===== config.mk =====
export PLATFORM = sky130hd
export DESIGN_NAME = rx_status_classifier
export DESIGN_NICKNAME = d
export VERILOG_FILES = /design/src/rtl/rxc_pkg.sv /design/src/rtl/rxc_cfg_reg.sv /design/src/rtl/rxc_classify.sv /design/src/rtl/rxc_status.sv /design/src/rtl/rx_status_classifier.sv
export SDC_FILE = /design/constraint.sdc
export NUM_CORES = 1
export LEC_CHECK = 0
export BUFFER_PORTS_ARGS = -buffer_cell sky130_fd_sc_hd__clkbuf_2
export CAP_MARGIN = 20
export CORE_MARGIN = 2
export CORE_UTILIZATION = 51
export CTS_CLUSTER_DIAMETER = 150
export DETAILED_ROUTE_END_ITERATION = 8
export PLACE_DENSITY = 0.85
export SYNTH_ARGS = -nofsm -noshare
export SYNTH_HDL_FRONTEND = slang
export SYNTH_HIERARCHICAL = 1
export SYNTH_SLANG_ARGS = --single-unit
export TNS_END_PERCENT = 1

===== constraint.sdc =====
create_clock -name clk -period 4.5 [get_ports clk]
set_clock_uncertainty 0.1 [all_clocks]
set_input_delay 0.45 -clock clk [delete_from_list [all_inputs] [get_ports clk]]
set_output_delay 0.45 -clock clk [all_outputs]
set_load 0.02 [all_outputs]

===== src/rtl/rxc_pkg.sv =====
package rxc_pkg;
  typedef struct packed {
    logic oversize;
    logic runt;
    logic crc_err;
    logic good;
  } rxc_flags_t;

  typedef struct packed {
    logic long_ie;
    logic runt_ie;
    logic crc_ie;
    logic keep_fcs;
    logic ok_ie;
  } rxc_cfg_t;

  localparam int unsigned CFG_W   = 16;
  localparam int unsigned ID_W    = 6;
  localparam int unsigned B_SKIP  = 6;
  localparam int unsigned B_OKIE  = 8;
  localparam int unsigned B_KEEP  = 11;
  localparam int unsigned B_CRCIE = 12;
  localparam int unsigned B_RUNTIE = 13;
  localparam int unsigned B_LONGIE = 14;
endpackage


===== src/rtl/rxc_cfg_reg.sv =====
module rxc_cfg_reg
  import rxc_pkg::*;
#(
  parameter logic [ID_W-1:0] REG_ID = 6'h03
) (
  input  logic             clk,
  input  logic             rst_n,
  input  logic             wr_en,
  input  logic [CFG_W-1:0] wr_data,
  input  logic             dma_only,
  output logic [CFG_W-1:0] rd_data,
  output rxc_cfg_t         cfg,
  output logic             skip_pulse
);
  rxc_cfg_t cfg_q;
  logic     skip_q;

  always_ff @(posedge clk) begin
    if (!rst_n) begin
      cfg_q  <= '0;
      skip_q <= 1'b0;
    end else begin
      skip_q <= wr_en && wr_data[B_SKIP] && !dma_only;
      if (wr_en) begin
        cfg_q.ok_ie    <= wr_data[B_OKIE];
        cfg_q.keep_fcs <= wr_data[B_KEEP];
        cfg_q.crc_ie   <= wr_data[B_CRCIE];
        cfg_q.runt_ie  <= wr_data[B_RUNTIE];
        cfg_q.long_ie  <= wr_data[B_LONGIE];
      end
    end
  end

  always_comb begin
    rd_data           = '0;
    rd_data[ID_W-1:0] = REG_ID;
    rd_data[B_OKIE]   = cfg_q.ok_ie;
    rd_data[B_KEEP]   = cfg_q.keep_fcs;
    rd_data[B_CRCIE]  = cfg_q.crc_ie;
    rd_data[B_RUNTIE] = cfg_q.runt_ie;
    rd_data[B_LONGIE] = cfg_q.long_ie;
  end

  assign cfg        = cfg_q;
  assign skip_pulse = skip_q;
endmodule


===== src/rtl/rxc_classify.sv =====
module rxc_classify
  import rxc_pkg::*;
#(
  parameter int unsigned LEN_W     = 16,
  parameter int unsigned MIN_KEEP  = 8,
  parameter int unsigned RUNT_LIM  = 64,
  parameter int unsigned MAX_LEN   = 1518,
  parameter int unsigned FCS_BYTES = 4
) (
  input  logic [LEN_W-1:0] bytes,
  input  logic             crc_ok,
  input  logic             keep_fcs,
  output logic             drop,
  output rxc_flags_t       flags,
  output logic [LEN_W-1:0] len
);
  localparam logic [LEN_W-1:0] KEEP_L = LEN_W'(MIN_KEEP);
  localparam logic [LEN_W-1:0] RUNT_L = LEN_W'(RUNT_LIM);
  localparam logic [LEN_W-1:0] MAX_L  = LEN_W'(MAX_LEN);
  localparam logic [LEN_W-1:0] FCS_L  = LEN_W'(FCS_BYTES);

  always_comb begin
    drop           = bytes < KEEP_L;
    flags.runt     = bytes < RUNT_L;
    flags.oversize = bytes > MAX_L;
    flags.crc_err  = !crc_ok;
    flags.good     = !(flags.runt || flags.oversize || flags.crc_err);
    len            = keep_fcs ? bytes : bytes - FCS_L;
  end
endmodule


===== src/rtl/rxc_status.sv =====
module rxc_status
  import rxc_pkg::*;
(
  input  logic       clk,
  input  logic       rst_n,
  input  logic       load,
  input  rxc_flags_t flags,
  input  rxc_flags_t enables,
  input  logic       rd,
  output rxc_flags_t word,
  output logic       irq
);
  rxc_flags_t word_q;
  rxc_flags_t pend_q;

  always_ff @(posedge clk) begin
    if (!rst_n) begin
      word_q <= '0;
      pend_q <= '0;
    end else if (load) begin
      word_q <= flags;
      pend_q <= rd ? (flags & enables) : (pend_q | (flags & enables));
    end else if (rd) begin
      word_q <= '0;
      pend_q <= '0;
    end
  end

  assign word = word_q;
  assign irq  = |pend_q;
endmodule


===== src/rtl/rx_status_classifier.sv =====
module rx_status_classifier
  import rxc_pkg::*;
#(
  parameter int unsigned LEN_W     = 16,
  parameter int unsigned MIN_KEEP  = 8,
  parameter int unsigned RUNT_LIM  = 64,
  parameter int unsigned MAX_LEN   = 1518,
  parameter int unsigned FCS_BYTES = 4
) (
  input  logic             clk,
  input  logic             rst_n,
  input  logic             cfg_wr_en,
  input  logic [15:0]      cfg_wr_data,
  output logic [15:0]      cfg_rd_data,
  input  logic             dma_only,
  input  logic             dma_mode,
  output logic             skip_pulse,
  input  logic             eof_valid,
  output logic             eof_ready,
  input  logic [LEN_W-1:0] eof_bytes,
  input  logic             eof_crc_ok,
  output logic             out_valid,
  input  logic             out_ready,
  output logic [LEN_W-1:0] out_len,
  output logic [3:0]       out_flags,
  input  logic             sts_rd,
  output logic [3:0]       sts_word,
  output logic             irq
);
  rxc_cfg_t         cfg;
  logic             drop;
  rxc_flags_t       cls_flags;
  logic [LEN_W-1:0] cls_len;
  rxc_flags_t       irq_en;
  rxc_flags_t       sts_q;
  logic             accept;
  logic             keep;
  logic             ov_q;
  logic [LEN_W-1:0] len_q;
  rxc_flags_t       flg_q;

  rxc_cfg_reg #(.REG_ID(6'h03)) u_cfg (
    .clk        (clk),
    .rst_n      (rst_n),
    .wr_en      (cfg_wr_en),
    .wr_data    (cfg_wr_data),
    .dma_only   (dma_only),
    .rd_data    (cfg_rd_data),
    .cfg        (cfg),
    .skip_pulse (skip_pulse)
  );

  rxc_classify #(
    .LEN_W(LEN_W), .MIN_KEEP(MIN_KEEP), .RUNT_LIM(RUNT_LIM),
    .MAX_LEN(MAX_LEN), .FCS_BYTES(FCS_BYTES)
  ) u_cls (
    .bytes    (eof_bytes),
    .crc_ok   (eof_crc_ok),
    .keep_fcs (cfg.keep_fcs),
    .drop     (drop),
    .flags    (cls_flags),
    .len      (cls_len)
  );

  always_comb begin
    irq_en.good     = cfg.ok_ie && !dma_mode;
    irq_en.crc_err  = cfg.crc_ie;
    irq_en.runt     = cfg.runt_ie;
    irq_en.oversize = cfg.long_ie;
  end

  assign eof_ready = !ov_q || out_ready;
  assign accept    = eof_valid && eof_ready;
  assign keep      = accept && !drop;

  rxc_status u_sts (
    .clk     (clk),
    .rst_n   (rst_n),
    .load    (keep),
    .flags   (cls_flags),
    .enables (irq_en),
    .rd      (sts_rd),
    .word    (sts_q),
    .irq     (irq)
  );

  always_ff @(posedge clk) begin
    if (!rst_n) begin
      ov_q  <= 1'b0;
      len_q <= '0;
      flg_q <= '0;
    end else if (keep) begin
      ov_q  <= 1'b1;
      len_q <= cls_len;
      flg_q <= cls_flags;
    end else if (out_ready) begin
      ov_q  <= 1'b0;
    end
  end

  assign out_valid = ov_q;
  assign out_len   = len_q;
  assign out_flags = flg_q;
  assign sts_word  = sts_q;
endmodule


* After elaboration in Yosys (flattened, before gate mapping)
Cells that the tools add are included.
Widths: inputs -> output; s select.
** Storage, ports and cells
- Memories kept :: 0
- Input port bits :: 41
- Output and inout bits :: 44
- Bits in writable memories :: 0
- Register bits after elaboration :: 35
- Bits in latches :: 0
- Logic and storage cells :: 50
- ROM bits :: 0
** Operators by class
- Multiply operators :: 0
- Multiplexer cells :: 7
- Bitwise logic cells :: 2
- Shifts and indexed selects :: 0
- $add $sub $neg :: 1
- Equal/unequal tests :: 0
- Reduce and logical (&&, ||, !) cells :: 17
- Divide/modulo/power cells :: 0
- $lt $le $gt $ge :: 3
** Operators with widths (number)
- $gt 16x11->1 const B :: 1
- $lt 16x4->1 const B :: 1
- $lt 16x7->1 const B :: 1
- $mux 16 :: 1
- $mux 4 :: 4
- $sub 16x3->16 const B :: 1
- $logic_not 1->1 :: 6
- $logic_and 1x1->1 :: 5
- $and 4x4->4 :: 1
- $or 4x4->4 :: 1
- $reduce_bool 2->1 :: 2
- $reduce_or 4->1 :: 1
- $logic_or 1x1->1 :: 3
- $mux 1 :: 2

* Depth between registers and ports, before layout
Gate-level depths: netlist of run 1.
- Word-level depth :: 8
- Gate-level depth with buffers :: 11

* By module
Netlist of run 1, hierarchy kept.
** Modules (own cells, without submodules)
- rx_status_classifier :: seq. area each 420.4 sq um, cells each 94, times used 1, area an instance 893.4 sq um
- rxc_classify :: seq. area each 0.0 sq um, cells each 58, times used 1, area an instance 412.9 sq um
- rxc_cfg_reg :: seq. area each 120.1 sq um, cells each 36, times used 1, area an instance 351.6 sq um
- rxc_status :: seq. area each 160.2 sq um, cells each 31, times used 1, area an instance 334.1 sq um

* Worst setup path after synthesis of run 1
OpenSTA, ideal clock, no wires.
- Path type :: input to register
- Start point :: input port eof_bytes[8]
- End point :: register u_sts.word_q (netlist bit u_sts/word[2])
- Stages :: 11
- Data arrival time :: 2.641 ns
- Slack :: 1.701 ns
- Cell sequence :: buf_6 > or4_4 > or4_4 > nor4_2 > nand2b_2 > nor2b_4 > buf_6 > buf_12 > buf_6 > nor4bb_1 > a31o_1
** On the way
- Word-level cells in the longest chain between the ends :: 4
** RTL lines
- start: declaration :: line rx_status_classifier.sv:20 : input logic [LEN_W-1:0] eof_bytes,
- $lt 16x4->1 (*) :: line rxc_classify.sv:23 : drop = bytes < KEEP_L;
- net drop :: line rx_status_classifier.sv:31 : logic drop;
- $logic_not 1->1 (*) :: line rx_status_classifier.sv:74 : assign keep = accept && !drop;
- $logic_and 1x1->1 (*) :: line rx_status_classifier.sv:74
- net keep :: line rx_status_classifier.sv:37 : logic keep;
- $mux 4 or $reduce_bool 2->1 (tied branches)
- end signal: assignment :: line rxc_status.sv:21 : word_q <= flags;
- end: declaration :: line rxc_status.sv:13 : rxc_flags_t word_q;
Mark *: on every way through the listed nets, which the timed path passes. The rest lies on a longest branch.
A chain may end at the register's enable or synchronous reset.

* Worst setup path after layout of run 1
- Start point :: input port eof_bytes[9]
- End point :: register u_sts.word_q (netlist bit u_sts/word[3])
** On the way
- Word-level cells in the longest chain between the ends :: 4
** RTL lines (line)
- $lt 16x4->1 (*) :: rxc_classify.sv:23
- net drop :: rx_status_classifier.sv:31
- $logic_not 1->1 (*) :: rx_status_classifier.sv:74
- $logic_and 1x1->1 (*) :: rx_status_classifier.sv:74
- $mux 4 or $reduce_bool 2->1 (tied branches)
Marked as above.

==> results of run 1 <==
[per-layer routing]
| metal | part of all wire (%) | wire length (um) | GRT usage (%) |
|---|---|---|---|
| met5 | 0 | 0 | 0 |
| met4 | 1.2 | 49 | 7.65 |
| met3 | 5.7 | 229 | 4.90 |
| met2 | 46 | 1850 | 29.3 |
| met1 | 47 | 1860 | 24.3 |
[stage by stage]
| step | instances | util (%) | setup slack, ps |
|---|---|---|---|
| finish | 317 | 60.8 | 2010 |
| global route | 317 | 60.8 | 1810 |
| CTS | 316 | 60.2 | 2010 |
| detailed placement | 308 | 57.8 | 1710 |
| global placement | 308 | 57.8 | 1730 |
| floorplan | 228 | - | 1700 |
[power by group through the flow]
| stage | clock, mW | sequential, mW | combinational [mW] |
|---|---|---|---|
| finish | 0.226 | 0.336 | 0.132 |
| global route | 0.245 | 0.338 | 0.144 |
| CTS | 0.230 | 0.336 | 0.131 |
| detailed placement | 0 | 0.343 | 0.130 |
| global placement | 0 | 0.343 | 0.128 |
| floorplan | 0 | 0.359 | 0.0892 |
[worst paths after layout]
| check | from | to | slack (ps) | cells after the start |
|---|---|---|---|---|
| worst max-delay path | eof_bytes[9] | u_sts/word[3]$_SDFFE_PN0P_ | 2010 | 8 |
| worst min-delay path | cfg_wr_data[8] | u_cfg/cfg[0]$_SDFFE_PN0P_ | 320 | 3 |
| worst max register to register | u_cfg/cfg[1]$_SDFFE_PN0P_ | out_len[11]$_SDFFE_PN0P_ | 2560 | 6 |
| worst min register to register | out_len[3]$_SDFFE_PN0P_ | out_len[3]$_SDFFE_PN0P_ | 360 | 2 |
[cells by family (layout without fill, tap and decap cells)]
logic type               count (synthesis)  in the layout  synth area share [%]
other                                    2             11                 0.377
adder cells (fa/ha/maj)                  2              2                  1.26
AND/OR/NAND/NOR                         98             98                  28.4
multiplexers                            26             26                  13.1
flip-flops                              35             35                  35.2
XOR/XNOR                                11             11                  4.84
buffers and inverters                   35             76                  13.4
AO/OA/AOI/OAI                           10             10                  3.52
[state kept, by name, indices dropped and copies added, names as in the netlist]
register,flops
out_len,16
u_cfg/cfg,5
out_flags,4
u_sts/pend_q,4
u_sts/word,4
out_valid,1
u_cfg/skip_pulse,1
[cell usage in the layout (no fill, tap or decap), types with 3 or more instances in the layout]
cell type / count
sky130_fd_sc_hd__nor2b_1: 6
sky130_fd_sc_hd__mux2i_1: 26
sky130_fd_sc_hd__nand3b_1: 4
sky130_fd_sc_hd__nor2_1: 5
sky130_fd_sc_hd__xor2_1: 5
sky130_fd_sc_hd__clkbuf_8: 5
sky130_fd_sc_hd__nand2_1: 50
sky130_fd_sc_hd__xnor2_1: 6
sky130_fd_sc_hd__nand4_1: 4
sky130_fd_sc_hd__inv_1: 3
sky130_fd_sc_hd__clkbuf_2: 63
sky130_fd_sc_hd__a31o_1: 4
sky130_fd_sc_hd__dfxtp_1: 35
sky130_fd_sc_hd__or3_1: 4
sky130_fd_sc_hd__conb_1: 11
[worst min-delay path, delay by kind of cell]
| kind | cells | cell delay (ps) |
|---|---|---|
| buf+inv | 1 | 80 |
| simple gates | 1 | 90 |
| mux | 1 | 60 |
[area by class of cell]
class                           count  area [um2]  share of cell area, %
Tap cell                           48        60.1                   2.66
Sequential cell                    35         701                   31.0
Timing Repair Buffer               64         335                   14.8
Clock inverter                      3        20.0                  0.886
Clock buffer                        5        68.8                   3.05
Inverter                            4        15.0                  0.665
Multi-Input combinational cell    158        1060                   46.9
==> results.rst, run 1 <==
.. list-table::
   :header-rows: 1

   * - Metric
     - Value
   * - Status
     - finished clean
   * - Finish-stage setup viols
     - 0
   * - Number of fill cells
     - 369
   * - Vias in the first global route
     - 1,351
   * - CTS tree
     - done
   * - Reported max-cap violation count
     - 0
   * - Initial Utilization
     - 53.6%
   * - Number of CTS-inserted buffers
     - 5
   * - Part of the power in the clock network
     - 32.6%
   * - Via-per-instance ratio
     - 5.02
   * - Number of enable-type register cells in the synthesized netlist
     - 0
   * - Relative area change from synthesis to final layout
     - 13.4%
   * - Cell Area, Placed
     - 2150 um2
   * - Psw
     - 210 uW
   * - Die X-Extent
     - 66.5 um
   * - Slowest Stage Delay on Critical Path
     - 550 ps
   * - Min-Delay Path Class
     - primary input to flip-flop
   * - Height of the die
     - 66.5 um
   * - Nets
     - 311
   * - WS Path Type
     - primary input to flip-flop
   * - Cell area after layout
     - 2260 um2
   * - Antenna Violating Nets Remaining
     - 0
   * - Cell family contributing the most delay on the critical path
     - simple AND/OR/NAND/NOR gates
   * - Total detailed-routing wirelength
     - 4000 um
   * - Overflow left after global routing
     - 0
   * - Post-synthesis sequential area ratio
     - 35.2%
   * - Synthesized cell area
     - 1990 um2
   * - Register share of total power
     - 48.4%
   * - Fraction of the cycle the final worst path needs
     - 55.3%
   * - Post-CTS setup buffer count
     - 0
   * - H-tree lvl count
     - 2
   * - Clk slew on worst S/H paths
     - 80 ps
   * - Number of max-slew violations in the final report
     - 0
   * - Total Die Area
     - 4420 um2
   * - Largest cells by area after synthesis
     - sky130_fd_sc_hd__dfxtp_1 (35%), sky130_fd_sc_hd__mux2i_1 (13%), sky130_fd_sc_hd__nand2_1 (9.4%), sky130_fd_sc_hd__buf_4 (6.8%), sky130_fd_sc_hd__xnor2_1 (2.6%)
   * - Post_cts resized
     - 0
   * - Slew at the pin with the worst max-slew slack
     - 968 ps
   * - Max Fanout on Critical Path
     - 32
   * - I/O Pins
     - 85
   * - Most frequently used cell type in the post-synthesis netlist
     - sky130_fd_sc_hd__nand2_1
   * - Final Critical Period
     - 2490 ps
   * - Average wire length per cell after detail routing
     - 12.6 um
   * - Final Hold Vio Count
     - 0
   * - CTS Hold Bufs
     - 0
   * - Launching element type of the critical path
     - primary input
   * - Post-DP HPWL
     - 2830 um
   * - Wire length of the first global-routing pass
     - 6270 um
   * - Setup repair after global routing missed its margin
     - false
   * - Commonest register cell after synthesis
     - sky130_fd_sc_hd__dfxtp_1
   * - Max Fclk
     - 402 MHz
   * - Headroom to the max-slew limit
     - 35.3%
   * - Count of buffers from port buffering
     - 63
   * - Layout cells sized above 1
     - 30.9%
   * - Crit path DAT
     - 2630 ps
   * - Residual DRC count
     - 0
   * - Number of synthesis warnings
     - 6
   * - Number of cell rows
     - 22
   * - Pin count of the biggest net entering global routing
     - 64
   * - Crit-path most repeated cell
     - sky130_fd_sc_hd__or4_4
   * - Worst-case vdd ir drop
     - 0.000168 V
   * - Synthesized area divided by synthesized cell count
     - 9.10 um2
   * - Global-route usage over all layers
     - 18.7%
   * - Final GP Congestion
     - 0.821
   * - Clock insertion delay at the later pin of the skew report
     - 280 ps
   * - Overall power of the completed layout
     - 694 uW
   * - Initial antenna violation count
     - 0
   * - Number of buffers on the longest clock path
     - 2
   * - Vias
     - 1,590
   * - Top cells by count, synth
     - sky130_fd_sc_hd__nand2_1 (50), sky130_fd_sc_hd__dfxtp_1 (35), sky130_fd_sc_hd__mux2i_1 (26)
   * - Fraction of power consumed by combinational cells
     - 19.0%
   * - Total negative slack
     - 0 ps
   * - Clock Root Buffer
     - sky130_fd_sc_hd__clkbuf_8
   * - CP max-delay cell
     - sky130_fd_sc_hd__or4_4
   * - Fraction of synthesized cell area taken by the top area cell type
     - 35.2%
   * - Iteration-0 DRC Markers
     - 62
   * - Static Leak
     - 1.09 nW
   * - Cell count after synthesis
     - 219
   * - Inserted Diodes
     - 0
   * - Worst setup EP type
     - flip-flop
   * - Required time of the critical path
     - 4640 ps
   * - #FFs+latches synth
     - 35
   * - Unique masters post-synth
     - 40
   * - Number of iterations in the first detailed-routing pass
     - 4
   * - Cell breakdown of the critical path
     - clkbuf_2 > or4_4 > or4_4 > nor4_2 > nand2b_2 > nor2b_4 > nor4bb_1 > a31o_1
   * - Placeable Area
     - 3720 um2
   * - Yosys top cell by area
     - sky130_fd_sc_hd__dfxtp_1
   * - Cell Pwr Density
     - 307 nW/um2
   * - Worst hold margin
     - 323 ps
   * - Count of clock tree sinks
     - 35
   * - Sw Ratio
     - 30.2%
   * - Async S/R FF share, synth
     - 0%
   * - Internal power
     - 485 uW
   * - Buffers & Inverters on Critical Path
     - 1
Power figures use the tool's default switching activity.
==> run 2, diff against run 1 <==
--- a/config.mk
+++ b/config.mk
@@ -8,10 +8,10 @@
 export BUFFER_PORTS_ARGS = -buffer_cell sky130_fd_sc_hd__clkbuf_2
 export CAP_MARGIN = 20
 export CORE_MARGIN = 2
-export CORE_UTILIZATION = 51
+export CORE_UTILIZATION = 48
 export CTS_CLUSTER_DIAMETER = 150
 export DETAILED_ROUTE_END_ITERATION = 8
-export PLACE_DENSITY = 0.85
+export PLACE_DENSITY = 0.8
 export SYNTH_ARGS = -nofsm -noshare
 export SYNTH_HDL_FRONTEND = slang
 export SYNTH_HIERARCHICAL = 1
==> constraint.sdc (replaced) <==
create_clock -name clk -period 2.4 [get_ports clk]
set_clock_uncertainty 0.1 [all_clocks]
set_input_delay 0.24 -clock clk [delete_from_list [all_inputs] [get_ports clk]]
set_output_delay 0.24 -clock clk [all_outputs]
set_load 0.02 [all_outputs]
==> run 2 against run 1 <==
- sequential share of layout area shrank 1.2 points
- sequential power grew 88%
- global-route usage shrank 0.080 points
- hold slack lost 200 ps
- cell count grew 3.5%
- core utilization shrank 2.1 points
- cell area grew 4.0%
- via count grew 2.2%
- largest cell class unchanged
- largest power group unchanged
==> results.rst, run 2 (synthesized netlist as in run 1, its figures left out) <==
.. list-table::
   :header-rows: 1

   * - Metric
     - Value
   * - Number of cell rows
     - 23 (+4.5%)
   * - Inserted Diodes
     - 0 (unchanged)
   * - Number of fill cells
     - 360 (-2.4%)
   * - Post-CTS setup buffer count
     - 0 (unchanged)
   * - Fraction of the cycle the final worst path needs
     - 86.7%
   * - Iteration-0 DRC Markers
     - 90 (+45%)
   * - Reported max-cap violation count
     - 0 (unchanged)
   * - Overflow left after global routing
     - 0 (unchanged)
   * - Finish-stage setup viols
     - 0 (unchanged)
   * - Count of clock tree sinks
     - 35 (unchanged)
   * - Vias
     - 1,625 (+2.2%)
   * - Initial Utilization
     - 49.8% (-3.8 points)
   * - Launching element type of the critical path
     - primary input
   * - Number of buffers on the longest clock path
     - 2 (unchanged)
   * - Max Fanout on Critical Path
     - 13 (-59%)
   * - Post-DP HPWL
     - 3110 um (+9.8%)
   * - Via-per-instance ratio
     - 4.95 (-1.2%)
   * - Count of buffers from port buffering
     - 63 (unchanged)
   * - Cell Pwr Density
     - 578 nW/um2 (+88%)
   * - Layout cells sized above 1
     - 33.1% (+2.2 points)
   * - Headroom to the max-slew limit
     - 56.2% (+21 points)
   * - WS Path Type
     - primary input to flip-flop
   * - Crit-path most repeated cell
     - sky130_fd_sc_hd__or4_4
   * - Number of iterations in the first detailed-routing pass
     - 4 (unchanged)
   * - Crit path DAT
     - 2210 ps (-420 ps)
   * - Number of CTS-inserted buffers
     - 5 (unchanged)
   * - Die X-Extent
     - 68.4 um (+2.9%)
   * - H-tree lvl count
     - 2 (unchanged)
   * - Cell breakdown of the critical path
     - clkbuf_2 > or4_4 > or4_4 > nor4_2 > nand2b_4 > nor2b_4 > nor4bb_1 > a31o_1
   * - Final GP Congestion
     - 0.847 (+3.2%)
   * - Worst setup EP type
     - flip-flop
   * - Part of the power in the clock network
     - 34.2% (+1.6 points)
   * - Antenna Violating Nets Remaining
     - 0 (unchanged)
   * - Average wire length per cell after detail routing
     - 12.4 um (-1.6%)
   * - Leading cell type in the layout, fill and taps excluded
     - sky130_fd_sc_hd__clkbuf_2
   * - Overall power of the completed layout
     - 1.36 mW (+95%)
   * - Clock insertion delay at the later pin of the skew report
     - 280 ps (about the same)
   * - Cell Area, Placed
     - 2240 um2 (+4.4%)
   * - Flip-flop count of the largest register, all copies and words added
     - 16 (unchanged)
   * - Clk slew on worst S/H paths
     - 70 ps (about the same)
   * - Number of max-slew violations in the final report
     - 0 (unchanged)
   * - Placeable Area
     - 4000 um2 (+7.6%)
   * - Required time of the critical path
     - 2530 ps (-2110 ps)
   * - Number of standard cells in the layout, taps in and fillers out
     - 328 (+3.5%)
   * - Slowest Stage Delay on Critical Path
     - 540 ps (about the same)
   * - Total detailed-routing wirelength
     - 4070 um (+1.9%)
   * - Final Hold Vio Count
     - 0 (unchanged)
   * - Relative area change from synthesis to final layout
     - 17.9%
   * - Residual DRC count
     - 0 (unchanged)
   * - CP max-delay cell
     - sky130_fd_sc_hd__or4_4
   * - Psw
     - 378 uW (+81%)
   * - Sw Ratio
     - 27.9% (-2.3 points)
   * - I/O Pins
     - 85 (unchanged)
   * - Fraction of power consumed by combinational cells
     - 19.3% (+0.3 points)
   * - Final Critical Period
     - 2080 ps
   * - Placement-stage worst setup slack
     - 33.6 ps (-1680 ps)
   * - Post_cts resized
     - 0 (unchanged)
   * - Slew at the pin with the worst max-slew slack
     - 647 ps (-321 ps)
   * - Nets
     - 320 (+2.9%)
   * - Vias in the first global route
     - 1,473 (+9.0%)
   * - Highest-count cells in the layout ignoring fill and taps
     - sky130_fd_sc_hd__clkbuf_2 (63), sky130_fd_sc_hd__nand2_1 (50), sky130_fd_sc_hd__dfxtp_1 (35)
   * - CTS Hold Bufs
     - 0 (unchanged)
   * - Pin count of the biggest net entering global routing
     - 34 (-47%)
   * - Status
     - finished clean
   * - CTS tree
     - done
   * - Wire length of the first global-routing pass
     - 6540 um (+4.4%)
   * - Worst setup slack after layout
     - 320 ps (-1690 ps)
   * - Setup repair after global routing missed its margin
     - false
   * - Clock Root Buffer
     - sky130_fd_sc_hd__clkbuf_8
   * - Sequential cell area
     - 701 um2 (unchanged)
   * - Area of the multi-input gates
     - 1060 um2 (+0.47%)
   * - Cell area after layout
     - 2350 um2 (+4.0%)
   * - Total Die Area
     - 4680 um2 (+5.9%)
   * - Global-route usage over all layers
     - 18.6% (-0.080 points)
   * - Initial antenna violation count
     - 0 (unchanged)
   * - Worst-case vdd ir drop
     - 0.000366 V (+120%)
   * - Register share of total power
     - 46.4% (-2.0 points)
   * - Internal power
     - 978 uW (+100%)
   * - Max Fclk
     - 481 MHz
   * - Min-Delay Path Class
     - primary input to flip-flop
   * - Static Leak
     - 1.14 nW (+5.1%)
   * - Number of cells after detailed placement
     - 320 (+3.9%)
   * - Height of the die
     - 68.4 um (+2.9%)
[run 2: changes by cell type in the layout (fill, tap and decap cells not counted)]
cell	delta
sky130_fd_sc_hd__clkinvlp_4	-1
sky130_fd_sc_hd__clkinv_2	-1
sky130_fd_sc_hd__nand2b_2	-1
sky130_fd_sc_hd__nand2b_4	+1
sky130_fd_sc_hd__buf_4	+9
sky130_fd_sc_hd__clkbuf_8	+2
[run 2: per-layer routing]
metal	vias to the layer above	share of wire (%)	track usage (%)
li1	826	-	-
met1	745	41	22.3
met5	-	0	0
met2	48	51	30.6
met3	6	6.6	5.92
met4	0	1.1	7.25
[run 2: cell type report]
class                      count  share of cell area [%]
multi-input combinational    158                    45.3
sequential                    35                    29.8
timing repair buffer          73                    17.2
clock buffer                   7                    4.10
tap                           50                    2.66
inverter                       4                   0.639
clock inverter                 1                   0.320
[run 2: worst paths after layout]
path                        startpoint                          to  cells after the start  slack, ps
min                     cfg_wr_data[8]   u_cfg/cfg[0]$_SDFFE_PN0P_                      3        120
max reg2reg  u_cfg/cfg[1]$_SDFFE_PN0P_    out_len[11]$_SDFFE_PN0P_                      6        510
min reg2reg    out_len[6]$_SDFFE_PN0P_     out_len[6]$_SDFFE_PN0P_                      2        360
max                       eof_bytes[9]  u_sts/word[3]$_SDFFE_PN0P_                      8        320
[run 2: per-stage QoR]
| stage | TNS, ps | hold WS (ps) | util (%) |
|---|---|---|---|
| floorplan | -466 | 268 | - |
| global placement | 0 | 343 | 56.1 |
| detailed placement | 0 | 345 | 56.1 |
| CTS | 0 | 115 | 58.7 |
| global route | 0 | 124 | 58.7 |
| finish | 0 | 123 | 58.7 |
[run 2: power groups by stage]
stage | clock, mW | sequential (mW) | combinational [mW]
2_1_floorplan | 0 | 0.673 | 0.168
3_3_place_gp | 0 | 0.642 | 0.258
3_5_place_dp | 0 | 0.643 | 0.263
4_1_cts | 0.480 | 0.630 | 0.264
5_1_grt | 0.513 | 0.634 | 0.287
6_report | 0.464 | 0.630 | 0.262
[run 2: worst max-delay path: cells and delay by family]
family | cells | cell delay, ps
AO/OA/AOI/OAI | 1 | 130
buffers and inverters | 1 | 90
AND/OR/NAND/NOR | 6 | 1760
==> run 3, diff against run 2 <==
--- a/config.mk
+++ b/config.mk
@@ -5,10 +5,11 @@
 export SDC_FILE = /design/constraint.sdc
 export NUM_CORES = 1
 export LEC_CHECK = 0
+export ABC_AREA = 1
 export BUFFER_PORTS_ARGS = -buffer_cell sky130_fd_sc_hd__clkbuf_2
 export CAP_MARGIN = 20
 export CORE_MARGIN = 2
-export CORE_UTILIZATION = 48
+export CORE_UTILIZATION = 49
 export CTS_CLUSTER_DIAMETER = 150
 export DETAILED_ROUTE_END_ITERATION = 8
 export PLACE_DENSITY = 0.8
==> run 3 against run 2 <==
- core utilization shrank 1.8 points
- sequential share of layout area fell by 1.7 points
- die area up 9.6%
- hold slack lost 100 ps
- count of clock-buffer cells in the layout decreased by 1
- critical endpoint is now u_sts/word[1]$_SDFFE_PN0P_
- register-to-register slack improved by 360 ps
- largest cell class unchanged
- cell count grew 34%
- wire length is 11% higher
- global-route usage fell by 0.24 points
- fmax rose by 21%
- synthesized cell count grew 53%
- clock power is 9.9% lower
==> results.rst, run 3 <==
.. list-table::
   :header-rows: 1

   * - Metric
     - Value
   * - Worst hold margin
     - 19.3 ps (-104 ps)
   * - Yosys top cell by area
     - sky130_fd_sc_hd__dfxtp_1
   * - Global-route usage over all layers
     - 18.3% (-0.24 points)
   * - Cell Area, Placed
     - 2410 um2 (+7.3%)
   * - Worst setup EP type
     - flip-flop
   * - Max Fanout on Critical Path
     - 9 (-4)
   * - Initial Utilization
     - 51.1% (+1.3 points)
   * - Number of standard cells in the layout, taps in and fillers out
     - 439 (+34%)
   * - Finish-stage setup viols
     - 0 (unchanged)
   * - Most frequently used cell type in the post-synthesis netlist
     - sky130_fd_sc_hd__nand2_1
   * - Residual DRC count
     - 0 (unchanged)
   * - Clock insertion delay at the later pin of the skew report
     - 280 ps (about the same)
   * - Number of iterations in the first detailed-routing pass
     - 5 (+1)
   * - Highest-count cells in the layout ignoring fill and taps
     - sky130_fd_sc_hd__nand2_1 (72), sky130_fd_sc_hd__clkbuf_2 (63), sky130_fd_sc_hd__inv_1 (51)
   * - Vias in the first global route
     - 1,738 (+18%)
   * - Number of max-slew violations in the final report
     - 0 (unchanged)
   * - Total negative slack
     - 0 ps (unchanged)
   * - Number of synthesis warnings
     - 6 (unchanged)
   * - Reported max-cap violation count
     - 0 (unchanged)
   * - Headroom to the max-slew limit
     - 63.1% (+6.9 points)
   * - Overall power of the completed layout
     - 1.37 mW (+0.80%)
   * - Post-DP HPWL
     - 3450 um (+11%)
   * - Average wire length per cell after detail routing
     - 10.3 um (-17%)
   * - CTS Hold Bufs
     - 0 (unchanged)
   * - Nets
     - 429 (+34%)
   * - Iteration-0 DRC Markers
     - 123 (+37%)
   * - Worst-case vdd ir drop
     - 0.000226 V (-38%)
   * - Crit-path most repeated cell
     - sky130_fd_sc_hd__nand2_1
   * - Layout cells sized above 1
     - 25.3% (-7.8 points)
   * - Fraction of synthesized cell area taken by the top area cell type
     - 31.3% (-3.9 points)
   * - CP max-delay cell
     - sky130_fd_sc_hd__nor4_1
   * - Number of CTS-inserted buffers
     - 5 (unchanged)
   * - Launching element type of the critical path
     - primary input
   * - I/O Pins
     - 85 (unchanged)
   * - Wire length of the first global-routing pass
     - 7660 um (+17%)
   * - Pin count of the biggest net entering global routing
     - 44 (+29%)
   * - Max Fclk
     - 581 MHz (+21%)
   * - Placement-stage worst setup slack
     - 406 ps (+372 ps)
   * - Commonest register cell after synthesis
     - sky130_fd_sc_hd__dfxtp_1
   * - Cell breakdown of the critical path
     - clkbuf_2 > nor2_1 > nand2_1 > nor4_1 > nor2_4 > nand2_1 > inv_1 > nor2_4 > nand2_1 > a21oi_1
   * - Synthesized cell area
     - 2240 um2 (+13%)
   * - Core Util, Final
     - 56.9% (-1.8 points)
   * - WS Path Type
     - primary input to flip-flop
   * - Cell Pwr Density
     - 548 nW/um2 (-5.1%)
   * - Number of cell rows
     - 24 (+4.3%)
   * - Slowest Stage Delay on Critical Path
     - 510 ps (-30 ps)
   * - Largest cells by area after synthesis
     - sky130_fd_sc_hd__dfxtp_1 (31%), sky130_fd_sc_hd__nand2_1 (12%), sky130_fd_sc_hd__inv_1 (8.5%), sky130_fd_sc_hd__nor2_1 (7.4%), sky130_fd_sc_hd__nand3_1 (6.5%)
   * - Leading cell type in the layout, fill and taps excluded
     - sky130_fd_sc_hd__nand2_1
   * - Worst setup slack after layout
     - 680 ps (+360 ps)
   * - Antenna Violating Nets Remaining
     - 0 (unchanged)
   * - Total detailed-routing wirelength
     - 4540 um (+11%)
   * - Vias
     - 2,032 (+25%)
   * - Crit path DAT
     - 1830 ps (-380 ps)
   * - Start point of the critical path
     - eof_bytes[8]
   * - Final GP Congestion
     - 0.886 (+4.7%)
   * - #FFs+latches synth
     - 35 (unchanged)
   * - Clk slew on worst S/H paths
     - 70 ps (about the same)
   * - Synthesized area divided by synthesized cell count
     - 6.67 um2 (-27%)
   * - Overflow left after global routing
     - 0 (unchanged)
   * - Number of buffers on the longest clock path
     - 2 (unchanged)
   * - Placeable Area
     - 4380 um2 (+9.6%)
   * - Post-synthesis sequential area ratio
     - 31.3% (-3.9 points)
   * - Min-Delay Path Class
     - primary input to flip-flop
   * - Unique masters post-synth
     - 24 (-40%)
   * - Relative area change from synthesis to final layout
     - 11.2%
   * - Fraction of the cycle the final worst path needs
     - 71.7% (-15 points)
   * - CTS tree
     - done
   * - Cell count after synthesis
     - 336 (+53%)
   * - Total Die Area
     - 5130 um2 (+9.6%)
   * - Final Critical Period
     - 1720 ps (-360 ps)
   * - Initial antenna violation count
     - 0 (unchanged)
   * - Inserted Diodes
     - 0 (unchanged)
   * - Top cells by count, synth
     - sky130_fd_sc_hd__nand2_1 (72), sky130_fd_sc_hd__inv_1 (51), sky130_fd_sc_hd__nor2_1 (44)
   * - Die X-Extent
     - 71.6 um (+4.7%)
   * - Cell family contributing the most delay on the critical path
     - simple AND/OR/NAND/NOR gates
   * - Number of enable-type register cells in the synthesized netlist
     - 0 (unchanged)
   * - Buffers & Inverters on Critical Path
     - 2 (+1)
   * - Setup repair after global routing missed its margin
     - false
   * - Via-per-instance ratio
     - 4.63 (-6.6%)
   * - Async S/R FF share, synth
     - 0% (unchanged)
   * - Count of buffers from port buffering
     - 63 (unchanged)
   * - Static Leak
     - 1.37 nW (+20%)
   * - Post-CTS setup buffer count
     - 0 (unchanged)
   * - R2r startpoint
     - out_valid$_SDFFE_PN0P_
   * - Required time of the critical path
     - 2510 ps (-20 ps)
   * - Cell area after layout
     - 2490 um2 (+6.2%)
   * - Clock Root Buffer
     - sky130_fd_sc_hd__clkbuf_8
   * - Number of cells after detailed placement
     - 431 (+35%)
   * - Slew at the pin with the worst max-slew slack
     - 554 ps (-93.7 ps)
   * - Post_cts resized
     - 0 (unchanged)
   * - Final Hold Vio Count
     - 0 (unchanged)
   * - Count of clock tree sinks
     - 35 (unchanged)
   * - H-tree lvl count
     - 2 (unchanged)
   * - Flip-flop count of the largest register, all copies and words added
     - 16 (unchanged)
   * - Status
     - finished clean
   * - Height of the die
     - 71.6 um (+4.7%)
   * - Worst hold path startpoint
     - dma_only
[run 3: changes by cell type after synthesis, sizes merged, moves of 4 or more]
| cell | previous run | this run |
|---|---|---|
| nor2b | 7 | 0 |
| nand3b | 4 | 0 |
| a21oi | 2 | 29 |
| or4 | 4 | 0 |
| inv | 4 | 51 |
| nand2 | 50 | 81 |
| nor2 | 5 | 58 |
| or3 | 4 | 0 |
| nand2b | 4 | 0 |
| a31o | 4 | 0 |
| mux2i | 26 | 0 |
| nand3 | 1 | 29 |
[run 3: area by class of cell]
cell class                      instances  area, um2
Sequential cell                        35        701
Tap cell                               52       65.1
Clock inverter                          2       12.5
Inverter                               51        191
Clock buffer                            6       72.6
Fill cell                             450       1890
Multi-Input combinational cell        229       1130
Timing Repair Buffer                   64        323
[run 3: worst reg2reg max path: cells and delay by family, from the launching register on]
| kind | cells | cell delay, ps |
|---|---|---|
| buffers and inverters | 1 | 170 |
| flip-flops | 1 | 380 |
| AO/OA/AOI/OAI | 1 | 110 |
| AND/OR/NAND/NOR | 4 | 700 |
[run 3: path summary, 6_finish.rpt]
| check | end | slack (ps) | cells past startpoint |
|---|---|---|---|
| setup / recovery | u_sts/word[1]$_SDFFE_PN0P_ | 680 | 10 |
| setup reg to reg | u_sts/word[1]$_SDFFE_PN0P_ | 870 | 6 |
| hold / removal | u_cfg/skip_pulse$_SDFF_PN0_ | 20 | 2 |
| hold reg to reg | u_sts/word[2]$_SDFFE_PN0P_ | 360 | 2 |
[run 3: where the power goes]
| group | internal [mW] | switching [mW] | total [mW] |
|---|---|---|---|
| clock network | 0.203 | 0.215 | 0.418 |
| logic | 0.103 | 0.207 | 0.310 |
| registers | 0.618 | 0.0214 | 0.640 |
[run 3: kinds of logic after synthesis]
group                      after synthesis  share of synthesized area [%]
and+or+nand+nor                        175                           35.8
buffers and inverters                   81                           19.9
DFF                                     35                           31.2
AOI/OAI and AO/OA                       31                           7.37
xor gates and xnor gates                10                           4.24
adders and majority gates                2                           1.12
other                                    2                          0.335
[run 3: per-layer routing]
| layer | vias to the layer above | GRT usage, % | part of all wire [%] |
|---|---|---|---|
| li1 | 1097 | - | - |
| met2 | 58 | 30.2 | 46 |
| met4 | 0 | 6.29 | 0.75 |
| met5 | - | 0 | 0 |
| met3 | 2 | 3.94 | 6.5 |
| met1 | 875 | 23.8 | 47 |
